<file path="config.mk">
export PLATFORM = sky130hd
export DESIGN_NAME = scc_regs
export DESIGN_NICKNAME = d
export VERILOG_FILES = /design/src/rtl/scc_pkg.sv /design/src/rtl/scc_addr_dec.sv /design/src/rtl/scc_err_flag.sv /design/src/rtl/scc_tap_clamp.sv /design/src/rtl/scc_regs.sv
export SDC_FILE = /design/constraint.sdc
export NUM_CORES = 1
export LEC_CHECK = 0
export ABC_CLOCK_PERIOD_IN_PS = 6800
export BUFFER_PORTS_ARGS = -buffer_cell sky130_fd_sc_hd__clkbuf_2
export CORE_MARGIN = 3
export CORE_UTILIZATION = 51
export DETAILED_ROUTE_END_ITERATION = 6
export GPL_TIMING_DRIVEN = 0
export HOLD_SLACK_MARGIN = 0.03
export PLACE_DENSITY = 0.83
export SYNTH_ARGS = -nofsm -noshare
export SYNTH_HDL_FRONTEND = slang
export SYNTH_SLANG_ARGS = --single-unit
export TNS_END_PERCENT = 50
</file>
<file path="constraint.sdc">
create_clock -name clk_i -period 6.8 [get_ports clk_i]
set_input_delay 1.02 -clock clk_i [delete_from_list [all_inputs] [get_ports clk_i]]
set_output_delay 1.02 -clock clk_i [all_outputs]
set_load 0.005 [all_outputs]
</file>
<file path="src/rtl/scc_pkg.sv">
package scc_pkg;
  localparam int NUM_REGS   = 6;
  localparam int IDX_TAPCTL = 0;
  localparam int IDX_TAPSET = 1;
  localparam int IDX_DTFF   = 2;
  localparam int IDX_CKSEL  = 3;
  localparam int IDX_RVCTL  = 4;
  localparam int IDX_RVREQ  = 5;
  localparam int DATA_W     = 32;
  localparam int CNT_W      = 8;
  localparam int CNT_LSB    = 16;
  localparam int ERR_BIT    = 2;
endpackage

</file>
<file path="src/rtl/scc_addr_dec.sv">
module scc_addr_dec import scc_pkg::*; #(
  parameter int ADDR_W    = 8,
  parameter int BUS_SHIFT = 2
) (
  input  logic [ADDR_W-1:0]   addr_i,
  output logic [NUM_REGS-1:0] sel_o
);
  localparam logic [ADDR_W-1:0] LOW_MASK = ADDR_W'((1 << BUS_SHIFT) - 1);

  logic              aligned;
  logic [ADDR_W-1:0] word_off;

  assign aligned  = (addr_i & LOW_MASK) == '0;
  assign word_off = addr_i >> BUS_SHIFT;

  for (genvar i = 0; i < NUM_REGS; i++) begin : g_sel
    assign sel_o[i] = aligned && (word_off == ADDR_W'(2 * i));
  end
endmodule

</file>
<file path="src/rtl/scc_err_flag.sv">
module scc_err_flag (
  input  logic clk_i,
  input  logic rst_ni,
  input  logic set_i,
  input  logic clr_i,
  output logic flag_o
);
  // set dominates a simultaneous clear
  always_ff @(posedge clk_i or negedge rst_ni) begin
    if (!rst_ni)    flag_o <= 1'b0;
    else if (set_i) flag_o <= 1'b1;
    else if (clr_i) flag_o <= 1'b0;
  end
endmodule

</file>
<file path="src/rtl/scc_tap_clamp.sv">
module scc_tap_clamp #(
  parameter int TAP_W = 8,
  parameter int CNT_W = 8
) (
  input  logic [TAP_W-1:0] set_i,
  input  logic [CNT_W-1:0] cnt_i,
  output logic [TAP_W-1:0] sel_o
);
  localparam int CMP_W = (TAP_W > CNT_W) ? TAP_W : CNT_W;

  logic [CMP_W-1:0] s_ext, c_ext;

  assign s_ext = CMP_W'(set_i);
  assign c_ext = CMP_W'(cnt_i);

  always_comb begin
    if (c_ext == '0)        sel_o = '0;
    else if (s_ext >= c_ext) sel_o = TAP_W'(c_ext - CMP_W'(1));
    else                    sel_o = set_i;
  end
endmodule

</file>
<file path="src/rtl/scc_regs.sv">
module scc_regs import scc_pkg::*; #(
  parameter int ADDR_W    = 8,
  parameter int BUS_SHIFT = 2,
  parameter int TAP_W     = 8,
  parameter int CNT_RESET = 8
) (
  input  logic              clk_i,
  input  logic              rst_ni,
  input  logic              req_i,
  input  logic              we_i,
  input  logic [ADDR_W-1:0] addr_i,
  input  logic [DATA_W-1:0] wdata_i,
  output logic [DATA_W-1:0] rdata_o,
  input  logic              err_pulse_i,
  output logic              tap_en_o,
  output logic [TAP_W-1:0]  tap_sel_o,
  output logic [TAP_W-1:0]  dt2ff_o,
  output logic              clk_sel_o,
  output logic              retune_en_o,
  output logic              retune_err_o
);
  logic [NUM_REGS-1:0] reg_sel, wr_sel;
  logic                tap_en_q, ck_sel_q, rv_en_q, err_flag_q, err_clr;
  logic [CNT_W-1:0]    tap_cnt_q;
  logic [TAP_W-1:0]    tap_set_q, dt2ff_q;
  logic [DATA_W-1:0]   rd_mux;

  scc_addr_dec #(.ADDR_W(ADDR_W), .BUS_SHIFT(BUS_SHIFT)) u_dec (
    .addr_i (addr_i),
    .sel_o  (reg_sel)
  );

  assign wr_sel = reg_sel & {NUM_REGS{req_i & we_i}};

  always_ff @(posedge clk_i or negedge rst_ni) begin
    if (!rst_ni) begin
      tap_en_q  <= 1'b0;
      tap_cnt_q <= CNT_W'(CNT_RESET);
      tap_set_q <= '0;
      dt2ff_q   <= '0;
      ck_sel_q  <= 1'b0;
      rv_en_q   <= 1'b0;
    end else begin
      if (wr_sel[IDX_TAPCTL]) begin
        tap_en_q  <= wdata_i[0];
        tap_cnt_q <= wdata_i[CNT_LSB +: CNT_W];
      end
      if (wr_sel[IDX_TAPSET]) tap_set_q <= wdata_i[TAP_W-1:0];
      if (wr_sel[IDX_DTFF])   dt2ff_q   <= wdata_i[TAP_W-1:0];
      if (wr_sel[IDX_CKSEL])  ck_sel_q  <= wdata_i[0];
      if (wr_sel[IDX_RVCTL])  rv_en_q   <= wdata_i[0];
    end
  end

  assign err_clr = wr_sel[IDX_RVREQ] && (wdata_i == '0);

  scc_err_flag u_err (
    .clk_i  (clk_i),
    .rst_ni (rst_ni),
    .set_i  (err_pulse_i),
    .clr_i  (err_clr),
    .flag_o (err_flag_q)
  );

  scc_tap_clamp #(.TAP_W(TAP_W), .CNT_W(CNT_W)) u_clamp (
    .set_i (tap_set_q),
    .cnt_i (tap_cnt_q),
    .sel_o (tap_sel_o)
  );

  always_comb begin
    rd_mux = '0;
    if (reg_sel[IDX_TAPCTL]) begin
      rd_mux[0]                = tap_en_q;
      rd_mux[CNT_LSB +: CNT_W] = tap_cnt_q;
    end
    if (reg_sel[IDX_TAPSET]) rd_mux[TAP_W-1:0] = tap_set_q;
    if (reg_sel[IDX_DTFF])   rd_mux[TAP_W-1:0] = dt2ff_q;
    if (reg_sel[IDX_CKSEL])  rd_mux[0]         = ck_sel_q;
    if (reg_sel[IDX_RVCTL])  rd_mux[0]         = rv_en_q;
    if (reg_sel[IDX_RVREQ])  rd_mux[ERR_BIT]   = err_flag_q;
  end

  assign rdata_o      = (req_i && !we_i) ? rd_mux : '0;
  assign tap_en_o     = tap_en_q;
  assign dt2ff_o      = dt2ff_q;
  assign clk_sel_o    = ck_sel_q;
  assign retune_en_o  = rv_en_q;
  assign retune_err_o = rv_en_q & err_flag_q;
endmodule

</file>
==> run summary <==
Tcrit/Tclk final: 54.18%
Core area: 3771 um2
Clk buf depth: 2
XOR/XNOR share of the synthesized area: 2.545%
Commonest non-fill, non-tap cell in the layout: clkbuf_2
Final Util: 69.51%
CTS tree: built
Main combinational cell family by area after synthesis: simple AND/OR/NAND/NOR gates
CP max FO: 7
Seq/Total Area, Yosys: 34.00%
CP Data Arrival Time: 2660 ps
Layout cells sized above 1: 44.05%
Initial core utilization: 54.74%
CP endpoint kind: output pin
Hold wc startpoint: u_err.flag_o
Final Hold Fails: 0
Worst-path clk slew: 90 ps
Post-CTS resize count: 0
Netlist cell types: 45
Worst Tran Pin Value: 692.3 ps
I/O pin count: 97
CTS buffer count: 3
Final nets: 367
Placed Area: 2576 um2
Setup Crit Path Kind: in2out
Ranking of synthesized cells by area: dfrtp_1 (33%), mux2_2 (15%), ha_1 (6.1%), buf_4 (5.8%), nor4_1 (4.8%)
H-tree Lvls: 1
EDFF count, synth: 0
Worst VDD drop: 134.0 uV
Setup violations, final: 0
MaxCap Viol Count: 0
Fmax: 0.2714 GHz
Max_slew headroom: 53.85%
Tot GR Track Use: 21.37%
Detail Route Antenna Nets: 0
Initial antenna violation count: 0
Wire length per cell: 14.75 um
Die ar.: 4848 um2
DR vias: 1970
Vias in the first global route: 1873
Final WL: 5.294 mm
Clock skew: 0 ps
Critical Path Start: addr_i[2]
Via density: 5.487
DRC: 0
Setup TNS: 0 ps
Chip Width: 69.63 um
Area share of fa/ha/maj cells after synthesis: 6.061%
Port buffer count: 79
GRT overflow: 0
Peak per-stage delay on the critical path: 330 ps
CP Cell Sequence: clkbuf_2 -> nor3_1 -> and3_2 -> nor2b_1 -> clkbuf_1 -> nand2_1 -> a31oi_1 -> clkbuf_2
Run status: finished clean
Post CTS Setup Buffer Count: 0
Root Driver: clkbuf_8
Largest net degree at the start of global routing: 29
Complex-gate fraction of the synthesized area: 9.576%
Layout area overhead: 26.97%
Clock Latency Late Sink: 270 ps
Die height: 69.63 um
Minimum clock period: 3684 ps
Post-Syn Area: 2064 um2
Cell Rows: 22
Startpoint Class: input pin
Power Density: 138.5 nW/um2
TritonRoute pass-1 iters: 5
CP required: 5780 ps
Hold buffer count at CTS: 0
Primary FF master, synth: dfrtp_1
Synth Area in Simple Gates: 22.91%
Final Wtd Congestion: 0.8780
Total power after layout: 0.3631 mW
Pins Over Slew Limit: 0
Worst hold path type: reg2reg
Design Area, Final: 2621 um2
Initial DRC Count: 123
Place WS: 3220 ps
First-pass GRT wire length: 8.652 mm
Static Leakage: 1.336 nW
Flops & latches, synth: 28
Sinks on Clock Net: 28
RR Startpoint: tap_set_q[1]
Leading area contributor after synthesis: dfrtp_1
CP max stage cell: nor3_1
Synth top area share: 32.73%
Final setup margin: 3116 ps
Post-Syn Instances: 213
ANT cells: 0
Unrepaired setup endpoints after global routing: no
Commonest cells after routing, fill and taps aside: clkbuf_2 (79), mux2_2 (27), dfrtp_1 (27)
Mux contribution to synthesized area: 14.73%
Worst path most repeated cell: clkbuf_2
Fraction of registers with async set/reset: 100.0%
Syn_area_per_cell: 9.692 um2
Warning count from the yosys run: 0
Post-DP HPWL: 4.291 mm
## critical path: cells and delay by family
kind | cells | cell delay, ps
and+or+nand+nor | 4 | 880
buffers and inverters | 3 | 550
AOI/OAI and AO/OA | 1 | 210
## synthesized netlist by cell type (3+ instances only)
cell,instances
nor4_1,16
clkbuf_1,6
a21oi_1,3
nor2_1,12
a22oi_1,7
buf_4,16
nor3_1,4
or4_1,6
ha_1,10
mux2_2,27
xnor2_1,6
nand3_1,5
inv_1,11
o211ai_1,6
nand2_1,12
o21ai_0,4
or3_1,3
dfrtp_1,27
## worst paths after layout
| path | end | slack [ps] | cells past startpoint |
|---|---|---|---|
| worst max-delay path | rdata_o[2] | 3120 | 8 |
| worst min-delay path | u_err.flag_o | 520 | 1 |
| worst max register to register | tap_set_q[1] | 5950 | 1 |
| worst min register to register | u_err.flag_o | 520 | 1 |
| max in group asynchronous | tap_cnt_q[1] | 5580 | 1 |
| min in group asynchronous | tap_set_q[5] | 770 | 1 |
## per-layer routing
metal	GRT usage, %	part of all wire (%)	routed length [um]
met5	0	0	0
met4	4.255	1.1	57
met3	2.609	8.9	472
met2	36.86	49	2575
met1	28.87	41	2188
## power by group
group          switching [mW]  internal [mW]  total, mW
registers             0.00507          0.171      0.176
clock network          0.0484         0.0420     0.0904
logic                  0.0499         0.0468     0.0967
total                   0.103          0.260      0.363
## state kept, by name, summed over array words and instances, names as in the netlist
| name | cells |
|---|---|
| tap_cnt_q | 8 |
| tap_set_q | 8 |
| u_err.flag_o | 1 |
| tap_en_o | 1 |
| dt2ff_o | 8 |
| clk_sel_o | 1 |
| retune_en_o | 1 |
## area by class of cell
type / instances / area (um2)
buffer: 24 / 165.2
clock buffer: 4 / 45.04
fill: 299 / 1150
inverter: 11 / 41.29
multi-input combinational: 165 / 1212
sequential: 28 / 701.9
tap: 48 / 60.06
timing repair buffer: 79 / 395.4
## logic make-up (layout without fill, tap and decap cells)
kind of cell / Yosys count / count (layout)
buffers and inverters: 35 / 118
xor gates and xnor gates: 6 / 6
other: 1 / 16
muxes: 27 / 27
and+or+nand+nor: 78 / 78
adders and majority gates: 10 / 10
AOI/OAI and AO/OA: 28 / 28
DFF: 28 / 28
## through the flow
step	std cells	hold slack, ps
detailed placement	355	493.2
CTS	359	516.3
finish	359	516.0
global route	359	531.4
floorplan	228	462.6
global placement	355	490.6
Power figures use the tool's default switching activity.
